$ cat src/rtl/prio_irq_ctrl.sv
module prio_irq_ctrl #(
  parameter int N_SRC = 16,
  parameter int LVL_W = 3,
  parameter int AW    = 8
) (
  input  logic             clk,
  input  logic             rst_n,
  input  logic [AW-1:0]    bus_addr,
  input  logic             bus_we,
  input  logic [31:0]      bus_wdata,
  input  logic             bus_re,
  output logic [31:0]      bus_rdata,
  input  logic [N_SRC-1:0] irq_in,
  output logic             cpu_irq
);
  localparam int SW     = (N_SRC > 1) ? $clog2(N_SRC) : 1;
  localparam int N_MODE = (N_SRC + 7) / 8;
  localparam int N_LVL  = 8;

  logic              en_q;
  logic [15:0]       mode_q [N_MODE];
  logic [31:0]       lvl_q  [N_LVL];
  logic [LVL_W-1:0]  thr_q;
  logic [N_SRC-1:0]  in_q, lat_q, det, act, cand, is_edge, clr_vec;
  logic [1:0]        md  [N_SRC];
  logic [LVL_W-1:0]  pri [N_SRC];
  logic              found, pend;
  logic [LVL_W-1:0]  best_lvl;
  logic [SW-1:0]     best_src;
  logic [31:0]       csr_word, rd_val;

  for (genvar g = 0; g < N_SRC; g++) begin : g_src
    assign md[g]      = mode_q[g/8][2*(g%8) +: 2];
    assign pri[g]     = lvl_q[(g%16)/2][(g/16)*16 + (g%2)*8 +: LVL_W];
    assign is_edge[g] = md[g][1];
    assign det[g]     = md[g][0] ? (irq_in[g] & ~in_q[g]) : (~irq_in[g] & in_q[g]);
    assign act[g]     = md[g][1] ? lat_q[g] : (md[g][0] ? irq_in[g] : ~irq_in[g]);
    assign cand[g]    = act[g] && (pri[g] > thr_q);
  end

  wire clr_hit = bus_we && bus_addr == AW'('h60) && bus_wdata[8];
  assign clr_vec = clr_hit ? (N_SRC'(1) << bus_wdata[3:0]) : '0;

  always_comb begin
    found    = 1'b0;
    best_lvl = '0;
    best_src = '0;
    for (int n = 0; n < N_SRC; n++) begin
      if (cand[n] && (!found || pri[n] > best_lvl)) begin
        found    = 1'b1;
        best_lvl = pri[n];
        best_src = SW'(n);
      end
    end
  end

  assign pend    = en_q && found;
  assign cpu_irq = pend;

  always_comb begin
    csr_word     = '0;
    csr_word[16] = ~pend;
    if (pend) begin
      csr_word[8 +: LVL_W] = best_lvl;
      csr_word[SW-1:0]     = best_src;
    end
  end

  wire lvl_hit = bus_addr >= AW'('h10) && bus_addr <= AW'('h2C) && bus_addr[1:0] == 2'b00;
  wire [2:0] lvl_idx = 3'((bus_addr - AW'('h10)) >> 2);

  always_comb begin
    rd_val = '0;
    if (lvl_hit) rd_val = lvl_q[lvl_idx];
    else begin
      case (bus_addr)
        AW'('h00): rd_val = {31'b0, en_q};
        AW'('h04): rd_val = {16'b0, mode_q[0]};
        AW'('h08): rd_val = (N_MODE > 1) ? {16'b0, mode_q[N_MODE-1]} : '0;
        AW'('h40): rd_val = 32'(thr_q);
        AW'('h80): rd_val = 32'(act);
        AW'('hA0): rd_val = csr_word;
        default:   rd_val = '0;
      endcase
    end
  end

  always_ff @(posedge clk) begin
    if (!rst_n) begin
      en_q      <= 1'b0;
      thr_q     <= '0;
      in_q      <= '0;
      lat_q     <= '0;
      bus_rdata <= '0;
      for (int i = 0; i < N_MODE; i++) mode_q[i] <= '0;
      for (int i = 0; i < N_LVL; i++)  lvl_q[i]  <= '0;
    end else begin
      in_q      <= irq_in;
      lat_q     <= ((lat_q & ~clr_vec) | det) & is_edge;
      bus_rdata <= bus_re ? rd_val : '0;
      if (bus_we) begin
        if (bus_addr == AW'('h00)) en_q  <= bus_wdata[0];
        if (bus_addr == AW'('h40)) thr_q <= bus_wdata[LVL_W-1:0];
        if (bus_addr == AW'('h04)) mode_q[0] <= bus_wdata[15:0];
        if (bus_addr == AW'('h08) && N_MODE > 1) mode_q[N_MODE-1] <= bus_wdata[15:0];
        if (lvl_hit) lvl_q[lvl_idx] <= bus_wdata;
      end
    end
  end
endmodule


$ cat config.mk
export PLATFORM = sky130hd
export DESIGN_NAME = prio_irq_ctrl
export DESIGN_NICKNAME = d
export VERILOG_FILES = /design/src/rtl/prio_irq_ctrl.sv
export SDC_FILE = /design/constraint.sdc
export NUM_CORES = 1
export LEC_CHECK = 0
export BUFFER_PORTS_ARGS = -buffer_cell sky130_fd_sc_hd__buf_2
export CAP_MARGIN = 10
export CELL_PAD_IN_SITES_DETAIL_PLACEMENT = 1
export CELL_PAD_IN_SITES_GLOBAL_PLACEMENT = 1
export CORE_AREA = 2 2 176 247
export CTS_BUF_LIST = sky130_fd_sc_hd__clkbuf_8 sky130_fd_sc_hd__clkbuf_16
export DETAILED_ROUTE_END_ITERATION = 8
export DIE_AREA = 0 0 178 249
export HOLD_SLACK_MARGIN = 0.1
export PLACE_DENSITY = 0.81
export SYNTH_ARGS = -nofsm -noshare
export SYNTH_HDL_FRONTEND = slang
export SYNTH_SLANG_ARGS = --single-unit
$ cat constraint.sdc
create_clock -name clk -period 62.1 [get_ports clk]
set_input_delay 9.315 -clock clk [delete_from_list [all_inputs] [get_ports clk]]
set_output_delay 9.315 -clock clk [all_outputs]
set_load 0.05 [all_outputs]
==> results.rst, run 1 <==
.. list-table::
   :header-rows: 1

   * - Metric
     - Value
   * - IO buf count
     - 92
   * - Async SR Flop Fraction
     - 0%
   * - Max Transition Viols Final
     - 0
   * - Cts bufs inserted
     - 37
   * - Number of hold buffers added after CTS
     - 0
   * - Number of post-CTS setup repair buffers
     - 0
   * - Total power draw
     - 0.607 mW
   * - Weighted congestion reported at the end of routability-driven placement
     - 0.927
   * - Hold/Removal Path Class
     - reg -> reg
   * - Part of the total power dissipated in the clock network
     - 37.6%
   * - Sinks on the clock net
     - 356
   * - Yosys warning total
     - 0
   * - Number of remaining DRC errors
     - 0
   * - Post-Syn Area
     - 18700 µm²
   * - Count of standard-cell rows
     - 89
   * - Pwr/cell area
     - 28.8 nW/µm²
   * - Slew at the pin with the worst max-slew slack
     - 1.09 ns
   * - Die height
     - 249 µm
   * - R2R Path Start
     - thr_q[2]
   * - Number of antenna violations at the first check in global routing
     - 3
   * - WL/cell
     - 25.9 µm
   * - Unrepaired setup endpoints after global routing
     - false
   * - H-tree level count
     - 2
   * - Routed via count
     - 13200
   * - Predominant post-synthesis flop cell
     - edfxtp_1
   * - Number of buffers on the longest clock path
     - 3
   * - Critical path capture point type
     - flip-flop
   * - Most Frequent Cell on Critical Path
     - ha_1
   * - Number of distinct library cells after synthesis
     - 74
   * - Share of the clock period used by the worst path
     - 55.3%
   * - Syn nets
     - 1689
   * - Synth Instances
     - 1542
   * - Clock period minus final worst setup slack
     - 34.36 ns
   * - Overall global routing resource usage
     - 26.1%
   * - Total routed wirelength
     - 57000 µm
   * - Sum of negative setup slack
     - 0 ns
   * - Standby leakage power
     - 7.98 nW
   * - Reported max-cap violation count
     - 0
   * - Floorplan Core Area
     - 42000 µm²
   * - Min-Delay Path Depth
     - 2
   * - Total placed cells including tap cells
     - 2131
   * - Switch Pwr
     - 0.167 mW
   * - Detailed router's first-iteration violation count
     - 792
   * - Final hold violations
     - 0
   * - Internal Dissipation
     - 0.440 mW
   * - Hold Crit Start
     - lat_q[8]
   * - Clock transition at path regs
     - 0.06 ns
   * - WP data required
     - 62.55 ns
   * - I/O pin cnt
     - 93
   * - Pin count of the biggest net entering global routing
     - 53
   * - Slowest-stage cell, CP
     - a2111oi_0
   * - Starting utilization of the core area
     - 44.5%
   * - Relative contribution of combinational cells to total power
     - 17.0%
   * - Sequential share of the synthesized area
     - 53.6%
   * - Count of flip-flops with a built-in enable after synthesis
     - 288
   * - Number of setup violations in the final report
     - 0
   * - Number of cells on the worst reg-to-reg path
     - 122
   * - Routed vias/inst
     - 6.00
   * - Critical Setup Path Class
     - in -> reg
   * - Pre-CTS setup slack
     - 27.74 ns
   * - CTS root buffer
     - clkbuf_16
   * - Filler instances
     - 4323
   * - P&R area growth vs syn
     - 12.9%
   * - Flop pwr share
     - 45.4%
   * - Run status
     - complete, no violations
   * - Post-route setup slack
     - 27.74 ns
   * - Number of cells in the finished layout apart from fillers
     - 2199
   * - Reg2Reg Capture Point
     - bus_rdata[8]
   * - Vias in the first global route
     - 14500
   * - CP Launch Type
     - input port
   * - # resized after CTS
     - 0
   * - Total global routing overflow
     - 0
   * - Nets@finish
     - 1771
   * - Highest net fanout along the worst path
     - 12
   * - Global-route wire length before repair
     - 86600 µm
   * - Crit-path max cell delay
     - 0.64 ns
   * - Worst skew pair latency
     - 0.57 ns
   * - Fraction of layout instances using a drive strength above 1
     - 17.2%
   * - Die W
     - 178 µm
   * - Worst reg-to-reg setup slack
     - 35.72 ns
   * - Post-route ant nets
     - 0
   * - HPWL after detailed placement
     - 38800 µm
   * - Switch share
     - 27.6%
   * - Largest voltage drop on the vdd net
     - 0.0259 mV
   * - Relative slew margins
     - 27.4%
   * - WP data arrival
     - 34.81 ns
   * - Syn_area_per_cell
     - 12.1 µm²
   * - Post-route clock skew
     - 0.0247 ns
   * - TritonCTS clock tree
     - done
   * - Terminating pin of the worst hold path
     - lat_q[8]
   * - #FFs+latches synth
     - 356
   * - Number of iterations in the first detailed-routing pass
     - 5
   * - Maximum frequency from static timing analysis
     - 29.1 MHz
   * - Die Footprint
     - 44300 µm²
-- cell families (layout without fill, tap and decap cells) --
kind of cell | after synthesis | in the layout | synth area share [%]
AO/OA/AOI/OAI | 284 | 284 | 10.4
XOR/XNOR | 17 | 17 | 0.797
adder cells (fa/ha/maj) | 87 | 87 | 5.83
buffers and inverters | 119 | 229 | 2.44
flip-flops | 356 | 356 | 53.6
multiplexers | 110 | 110 | 10.3
other | 0 | 1 | 0
AND/OR/NAND/NOR | 569 | 569 | 16.6
-- area by class of cell --
class / instances / area [µm²] / area share (%)
diodes: 1 / 2.50 / 0.0119
clock buffers: 42 / 995 / 4.72
clock inverters: 25 / 259 / 1.23
inverters: 51 / 191 / 0.908
multi-input cells: 1067 / 8330 / 39.5
flip-flops and latches: 356 / 10000 / 47.5
well taps: 546 / 683 / 3.24
repair buffers: 111 / 606 / 2.87
-- cell usage after synthesis, types with 18 or more instances --
cell type | number | area share [%]
a21oi_1 | 71 | 1.9
and2_1 | 292 | 9.8
clkbuf_1 | 56 | 1.1
dfxtp_1 | 68 | 7.3
edfxtp_1 | 288 | 46
ha_1 | 87 | 5.8
inv_1 | 51 | 1.0
mux2i_1 | 36 | 1.9
mux4_2 | 64 | 7.7
nand2_1 | 92 | 1.8
nand3_1 | 29 | 0.78
nor2_1 | 90 | 1.8
o21a_1 | 18 | 0.72
o21ai_0 | 61 | 1.6
-- placed cells by master, fill, tap and decap left out, types with 64 or more instances in the layout --
cell type	synthesis	final
nand2_1	92	92
a21oi_1	71	71
nor2_1	90	84
and2_1	292	292
edfxtp_1	288	288
mux4_2	64	64
ha_1	87	87
dfxtp_1	68	68
buf_2	1	91
-- layer usage --
| layer | share of wire (%) | vias up | track usage (%) | wire (µm) |
|---|---|---|---|---|
| met1 | 38 | 6643 | 30.9 | 21700 |
| met4 | 5.2 | 2 | 13.4 | 2990 |
| met5 | 0.012 | - | 0 | 7 |
| li1 | - | 5856 | - | - |
| met2 | 51 | 509 | 45.5 | 29200 |
| met3 | 5.6 | 179 | 3.79 | 3190 |
-- power groups by stage --
stage | Clock, mW | Sequential [mW] | Combinational [mW]
CTS | 0.231 | 0.275 | 0.103
global route | 0.240 | 0.276 | 0.114
detailed placement | 0 | 0.280 | 0.102
finish | 0.228 | 0.275 | 0.103
global placement | 0 | 0.279 | 0.0970
floorplan | 0 | 0.278 | 0.0708
-- state kept, by name, summed over array words and instances, names as in the netlist --
register / count
lvl_q: 256
mode_q: 32
thr_q: 3
in_q: 16
lat_q: 16
bus_rdata: 32
en_q: 1
-- worst max path at each step --
stage,startpoint,endpoint,slack [ns],cells after the start
after global routing,irq_in[0],bus_rdata[8],25.65,122
after floorplan,irq_in[0],bus_rdata[8],31.20,124
after global placement,irq_in[0],bus_rdata[8],28.97,124
after detailed placement,irq_in[0],bus_rdata[8],27.74,120
final,irq_in[0],bus_rdata[8],27.74,120
after CTS,irq_in[0],bus_rdata[8],28.07,120
-- worst max-delay path, delay by kind of cell --
family                     cells  cell delay (ns)
AOI/OAI and AO/OA             62            13.77
adders and majority gates     15             4.50
muxes                          4             1.38
xor gates and xnor gates       1             0.20
and+or+nand+nor               33             5.05
buffers and inverters          5             0.56
-- metrics by stage --
stage               util, %  cell area [µm²]  hold WS (ns)
finish                 50.2            21100         0.473
global route           50.2            21100         0.497
CTS                    50.2            21100         0.476
detailed placement     47.2            19800         0.468
global placement       47.2            19800         0.456
floorplan                 -            18700         0.440
(Power assumes the default switching activity.)
==> inputs of run 2 (changes only) <==
--- a/config.mk
+++ b/config.mk
@@ -14,7 +14,7 @@
 export DETAILED_ROUTE_END_ITERATION = 8
 export DIE_AREA = 0 0 178 249
 export HOLD_SLACK_MARGIN = 0.1
-export PLACE_DENSITY = 0.81
+export PLACE_DENSITY = 0.83
 export SYNTH_ARGS = -nofsm -noshare
 export SYNTH_HDL_FRONTEND = slang
 export SYNTH_SLANG_ARGS = --single-unit
==> constraint.sdc (replaced) <==
create_clock -name clk -period 31.5 [get_ports clk]
set_input_delay 4.725 -clock clk [delete_from_list [all_inputs] [get_ports clk]]
set_output_delay 4.725 -clock clk [all_outputs]
set_load 0.05 [all_outputs]
==> run 2 against run 1 <==
  * Die area unchanged
  * Hold slack better by 0.0018 ns
  * Clock power up 99%
  * Design area about the same
  * Setup slack worse by 25 ns
  * Non-clock buffer count down 3
  * Cell count about the same
  * Total power up 98%
  * Critical path depth up 6
  * Critical path type unchanged
  * Largest power group unchanged
==> results.rst, run 2 (synthesized netlist as in run 1, its figures left out) <==
.. list-table::
   :header-rows: 1

   * - Metric
     - Value
   * - Top Registers
     - lvl_q (256), bus_rdata (32), mode_q (32)
   * - Run status
     - complete, no violations
   * - Worst skew pair latency
     - 0.54 ns (-0.03 ns)
   * - Cts bufs inserted
     - 38 (+2.7%)
   * - Global-route wire length before repair
     - 87500 µm (+1.1%)
   * - WL/cell
     - 26.3 µm (+1.5%)
   * - Die height
     - 249 µm (unchanged)
   * - Total routed wirelength
     - 57900 µm (+1.6%)
   * - Post-route setup slack
     - 2.30 ns (-25.44 ns)
   * - Reported max-cap violation count
     - 0 (unchanged)
   * - Post-route ant nets
     - 0 (unchanged)
   * - Multi-input logic area
     - 8340 µm² (+0.17%)
   * - Share of the clock period used by the worst path
     - 92.7%
   * - Crit-path max cell delay
     - 0.51 ns (-0.13 ns)
   * - Hold/Removal Path Class
     - reg -> reg
   * - Detailed router's first-iteration violation count
     - 961 (+21%)
   * - Relative slew margins
     - 21.4% (-5.9 points)
   * - Pin count of the biggest net entering global routing
     - 56 (+5.7%)
   * - Number of hold buffers added after CTS
     - 0 (unchanged)
   * - Number of cells in the finished layout apart from fillers
     - 2200 (+0.045%)
   * - Pwr/cell area
     - 57.1 nW/µm² (+98%)
   * - Placed standard-cell area
     - 19800 µm² (about the same)
   * - TritonCTS clock tree
     - done
   * - Clock transition at path regs
     - 0.06 ns (about the same)
   * - Routed via count
     - 13200 (+0.45%)
   * - Floorplan Core Area
     - 42000 µm² (unchanged)
   * - Sinks on the clock net
     - 356 (unchanged)
   * - P&R area growth vs syn
     - 12.9% (about the same)
   * - Total placed cells including tap cells
     - 2128 (-0.14%)
   * - Number of iterations in the first detailed-routing pass
     - 5 (unchanged)
   * - CP Launch Type
     - input port
   * - Total power draw
     - 1.20 mW (+98%)
   * - Weighted congestion reported at the end of routability-driven placement
     - 0.930 (+0.29%)
   * - Final core utilization
     - 50.2% (about the same)
   * - Fraction of layout instances using a drive strength above 1
     - 16.7% (-0.48 points)
   * - Slew at the pin with the worst max-slew slack
     - 1.18 ns (+0.0890 ns)
   * - Pre-CTS setup slack
     - 1.62 ns (-26.12 ns)
   * - WP data required
     - 31.92 ns (-30.63 ns)
   * - Vias in the first global route
     - 14400 (-0.57%)
   * - Post-route clock skew
     - 0.0201 ns (-0.00464 ns)
   * - Highest net fanout along the worst path
     - 12 (unchanged)
   * - H-tree level count
     - 2 (unchanged)
   * - Flip-flop count of the largest register after layout
     - 256 (unchanged)
   * - Max Transition Viols Final
     - 0 (unchanged)
   * - Maximum frequency from static timing analysis
     - 34.2 MHz
   * - I/O pin cnt
     - 93 (unchanged)
   * - Top reg by flops
     - lvl_q
   * - Number of antenna violations at the first check in global routing
     - 4 (+1)
   * - Count of standard-cell rows
     - 89 (unchanged)
   * - Number of setup violations in the final report
     - 0 (unchanged)
   * - Filler instances
     - 4355 (+0.74%)
   * - Unrepaired setup endpoints after global routing
     - false
   * - Design Area, Final
     - 21100 µm² (about the same)
   * - Die Footprint
     - 44300 µm² (unchanged)
   * - Hold_ws
     - 0.475 ns (+0.00178 ns)
   * - Leading cell type in the layout, fill and taps excluded
     - and2_1
   * - Total global routing overflow
     - 0 (unchanged)
   * - Die W
     - 178 µm (unchanged)
   * - Clock period minus final worst setup slack
     - 29.20 ns
   * - # resized after CTS
     - 0 (unchanged)
   * - HPWL after detailed placement
     - 39400 µm (+1.5%)
   * - Largest voltage drop on the vdd net
     - 0.0473 mV (+82%)
   * - Nets@finish
     - 1769 (-0.11%)
   * - Register area
     - 10000 µm² (unchanged)
   * - Slowest-stage cell, CP
     - a2111oi_1
   * - Critical Setup Path Class
     - in -> reg
   * - Critical path capture point type
     - flip-flop
   * - Number of buffers on the longest clock path
     - 3 (unchanged)
   * - Sum of negative setup slack
     - 0 ns (unchanged)
   * - IO buf count
     - 92 (unchanged)
   * - Number of remaining DRC errors
     - 0 (unchanged)
   * - Most used cells in the layout excluding fill and tap cells
     - and2_1 (292), edfxtp_1 (288), nand2_1 (92)
   * - Starting utilization of the core area
     - 44.5% (unchanged)
   * - Overall global routing resource usage
     - 26.3% (+0.27 points)
   * - WP data arrival
     - 29.62 ns (-5.19 ns)
   * - CTS root buffer
     - clkbuf_16
   * - Standby leakage power
     - 7.99 nW (+0.17%)
   * - Routed vias/inst
     - 6.02 (+0.41%)
   * - Most Frequent Cell on Critical Path
     - ha_1
   * - Final hold violations
     - 0 (unchanged)
   * - Number of post-CTS setup repair buffers
     - 0 (unchanged)
-- run 2: worst max-delay path, delay by kind of cell --
kind	cells	cell delay [ns]
AO/OA/AOI/OAI	64	12.91
XOR/XNOR	1	0.21
adder cells (fa/ha/maj)	15	4.35
buffers and inverters	8	0.71
multiplexers	5	1.75
AND/OR/NAND/NOR	33	4.94
-- run 2: where the power goes --
part           switching, mW  leakage, nW  internal (mW)
Combinational          0.123         4.05         0.0829
Clock                  0.186        0.653          0.267
Sequential            0.0146         3.29          0.529
-- run 2: worst paths after layout --
| kind | slack (ns) | cells after the start | end | startpoint |
|---|---|---|---|---|
| hold reg to reg | 0.47 | 2 | lat_q[12] | lat_q[12] |
| setup reg to reg | 5.46 | 127 | bus_rdata[8] | thr_q[2] |
| hold / removal | 0.47 | 2 | lat_q[12] | lat_q[12] |
| setup / recovery | 2.30 | 126 | bus_rdata[8] | irq_in[0] |
-- run 2: layer usage --
metal | vias up | share of wire [%] | global-route usage (%)
met2 | 505 | 52 | 47.3
met1 | 6732 | 38 | 30.7
met3 | 163 | 5.6 | 4.01
met4 | 2 | 4.6 | 11.7
met5 | - | 0.019 | 0
li1 | 5847 | - | -
-- run 2: layout make-up --
cell class              instances  share of cell area, %
diodes                          2                 0.0237
clock buffers                  44                   5.06
clock inverters                26                  0.932
inverters                      51                  0.908
multi-input cells            1067                   39.6
flip-flops and latches        356                   47.5
well taps                     546                   3.24
repair buffers                108                   2.77
==> inputs of run 3 (changes only) <==
--- a/config.mk
+++ b/config.mk
@@ -13,8 +13,10 @@
 export CTS_BUF_LIST = sky130_fd_sc_hd__clkbuf_8 sky130_fd_sc_hd__clkbuf_16
 export DETAILED_ROUTE_END_ITERATION = 8
 export DIE_AREA = 0 0 178 249
+export GPL_TIMING_DRIVEN = 0
 export HOLD_SLACK_MARGIN = 0.1
-export PLACE_DENSITY = 0.83
+export PLACE_DENSITY = 0.81
 export SYNTH_ARGS = -nofsm -noshare
 export SYNTH_HDL_FRONTEND = slang
 export SYNTH_SLANG_ARGS = --single-unit
+export TNS_END_PERCENT = 50
==> constraint.sdc (replaced) <==
create_clock -name clk -period 33.5 [get_ports clk]
set_input_delay 5.025 -clock clk [delete_from_list [all_inputs] [get_ports clk]]
set_output_delay 5.025 -clock clk [all_outputs]
set_load 0.05 [all_outputs]
==> run 3 against run 2 <==
  * Via count rose by 3.2%
  * Highest routed layer unchanged
  * Critical path type unchanged
  * First-iteration DRC count rose by 26%
  * Non-clock buffer count increased by 57
==> results.rst, run 3 (synthesized netlist as in run 1, its figures left out) <==
.. list-table::
   :header-rows: 1

   * - Metric
     - Value
   * - Run status
     - complete, no violations
   * - Filler instances
     - 4363 (+0.18%)
   * - Maximum frequency from static timing analysis
     - 32.1 MHz
   * - Hold/Removal Path Class
     - reg -> reg
   * - Fraction of layout instances using a drive strength above 1
     - 15.3% (-1.4 points)
   * - Post-route setup slack
     - 2.32 ns (+0.0185 ns)
   * - Max Transition Viols Final
     - 0 (unchanged)
   * - WL/cell
     - 26.4 µm (+0.11%)
   * - WP data arrival
     - 31.59 ns (+1.97 ns)
   * - IO buf count
     - 89 (-3.3%)
   * - Post-route ant nets
     - 0 (unchanged)
   * - Die height
     - 249 µm (unchanged)
   * - Number of post-CTS setup repair buffers
     - 0 (unchanged)
   * - Relative slew margins
     - 17.5% (-3.9 points)
   * - Clock period minus final worst setup slack
     - 31.18 ns
   * - Final hold violations
     - 0 (unchanged)
   * - Design Area, Final
     - 21300 µm² (+1.1%)
   * - Slowest-stage cell, CP
     - a2111oi_0
   * - Sinks on the clock net
     - 356 (unchanged)
   * - Number of setup violations in the final report
     - 0 (unchanged)
   * - Pwr/cell area
     - 53.0 nW/µm² (-7.1%)
   * - Cts bufs inserted
     - 37 (-2.6%)
   * - Hold_ws
     - 0.481 ns (+0.00653 ns)
   * - Number of remaining DRC errors
     - 0 (unchanged)
   * - Most Frequent Cell on Critical Path
     - ha_1
   * - H-tree level count
     - 2 (unchanged)
   * - Critical Setup Path Class
     - in -> reg
   * - Routed vias/inst
     - 6.07 (+0.76%)
   * - Top reg by flops
     - lvl_q
   * - Worst reg-to-reg setup slack
     - 5.63 ns (+0.17 ns)
   * - Vias in the first global route
     - 14900 (+3.6%)
   * - Slew at the pin with the worst max-slew slack
     - 1.22 ns (+0.0461 ns)
   * - CP Launch Type
     - input port
   * - Number of cells on the worst reg-to-reg path
     - 127 (unchanged)
   * - P&R area growth vs syn
     - 14.1%
   * - Unrepaired setup endpoints after global routing
     - false
   * - Flip-flop count of the largest register after layout
     - 256 (unchanged)
   * - Global-route wire length before repair
     - 89600 µm (+2.4%)
   * - Nets@finish
     - 1825 (+3.2%)
   * - Die Footprint
     - 44300 µm² (unchanged)
   * - Largest voltage drop on the vdd net
     - 0.0411 mV (-13%)
   * - WP data required
     - 33.91 ns (+1.99 ns)
   * - Number of iterations in the first detailed-routing pass
     - 5 (unchanged)
   * - # resized after CTS
     - 0 (unchanged)
   * - Total routed wirelength
     - 59400 µm (+2.6%)
   * - Count of standard-cell rows
     - 89 (unchanged)
   * - Overall global routing resource usage
     - 27.0% (+0.68 points)
   * - Routed via count
     - 13700 (+3.2%)
   * - Most used cells in the layout excluding fill and tap cells
     - and2_1 (292), edfxtp_1 (288), nand2_1 (92)
   * - Top Registers
     - lvl_q (256), bus_rdata (32), mode_q (32)
   * - Number of antenna violations at the first check in global routing
     - 4 (unchanged)
   * - Total global routing overflow
     - 0 (unchanged)
   * - Leading cell type in the layout, fill and taps excluded
     - and2_1
   * - Pre-CTS setup slack
     - 2.33 ns (+0.706 ns)
   * - Weighted congestion reported at the end of routability-driven placement
     - 0.955 (+2.6%)
   * - Reported max-cap violation count
     - 0 (unchanged)
   * - Number of buffers on the longest clock path
     - 3 (unchanged)
   * - Starting utilization of the core area
     - 44.5% (unchanged)
   * - Worst skew pair latency
     - 0.55 ns (about the same)
   * - Standby leakage power
     - 8.06 nW (+0.78%)
   * - Pin count of the biggest net entering global routing
     - 22 (-61%)
   * - HPWL after detailed placement
     - 43000 µm (+9.3%)
   * - Clock transition at path regs
     - 0.06 ns (about the same)
   * - Post-route clock skew
     - 0.0232 ns (+0.00309 ns)
   * - Detailed router's first-iteration violation count
     - 1214 (+26%)
   * - Min-Delay Path Depth
     - 2 (unchanged)
   * - CTS root buffer
     - clkbuf_16
   * - I/O pin cnt
     - 93 (unchanged)
   * - Highest net fanout along the worst path
     - 10 (-2)
   * - Share of the clock period used by the worst path
     - 93.1%
   * - Crit-path max cell delay
     - 0.54 ns (+0.03 ns)
   * - Die W
     - 178 µm (unchanged)
   * - TritonCTS clock tree
     - done
   * - Number of hold buffers added after CTS
     - 0 (unchanged)
   * - Placed standard-cell area
     - 20100 µm² (+1.3%)
   * - Floorplan Core Area
     - 42000 µm² (unchanged)
   * - Sum of negative setup slack
     - 0 ns (unchanged)
   * - Critical path capture point type
     - flip-flop
[run 3: changes by cell type in the layout (fill, tap and decap cells not counted), moves of 3 or more]
cell / before / now
clkinv_2: 3 / 9
clkinv_1: 7 / 4
buf_12: 0 / 4
nor2_1: 84 / 90
inv_1: 60 / 56
clkbuf_16: 41 / 38
buf_16: 0 / 4
nor2_4: 6 / 0
buf_1: 0 / 10
clkbuf_1: 0 / 56
buf_4: 17 / 0
[run 3: path summary, 6_finish.rpt]
check | startpoint | to
setup / recovery | irq_in[0] | bus_rdata[8]
hold / removal | lat_q[7] | lat_q[7]
setup reg to reg | thr_q[0] | bus_rdata[8]
hold reg to reg | lat_q[7] | lat_q[7]
[run 3: layout make-up]
cell class                      count  area [µm²]  area share, %
Timing Repair Buffer               97         636           2.98
Sequential cell                   356       10000           47.0
Buffer                             68         264           1.24
Antenna cell                        1        2.50         0.0117
Clock inverter                     25         224           1.05
Multi-Input combinational cell   1067        8280           38.9
Inverter                           51         191          0.898
Clock buffer                       43        1020           4.79
Tap cell                          546         683           3.21
[run 3: report_power, final]
| part | internal, mW | switching (mW) | total [mW] | leakage (nW) |
|---|---|---|---|---|
| Sequential | 0.497 | 0.0140 | 0.511 | 3.29 |
| Combinational | 0.0800 | 0.117 | 0.197 | 4.13 |
| Clock | 0.242 | 0.179 | 0.421 | 0.635 |
| Total | 0.820 | 0.309 | 1.13 | 8.06 |
[run 3: metrics by stage]
step / std cells / utilization, % / total power [mW]
2_1_floorplan: 1542 / - / 0.646
3_3_place_gp: 2177 / 47.2 / 0.698
3_5_place_dp: 2185 / 47.8 / 0.714
4_1_cts: 2253 / 50.8 / 1.13
5_1_grt: 2254 / 50.8 / 1.17
6_report: 2254 / 50.8 / 1.13
[run 3: critical path, delay by kind of cell]
kind	cells	cell delay, ns
multiplexers	4	1.37
buffers and inverters	10	1.20
AO/OA/AOI/OAI	64	14.40
XOR/XNOR	1	0.21
adder cells (fa/ha/maj)	15	4.30
AND/OR/NAND/NOR	33	5.02
[run 3: per-layer routing]
layer / routed length [µm] / global-route usage [%] / up-vias
met4: 4210 / 17.3 / 4
met2: 30600 / 47.7 / 582
met5: 18 / 0 / -
li1: - / - / 5967
met3: 3570 / 4.35 / 229
met1: 21000 / 29.8 / 6895
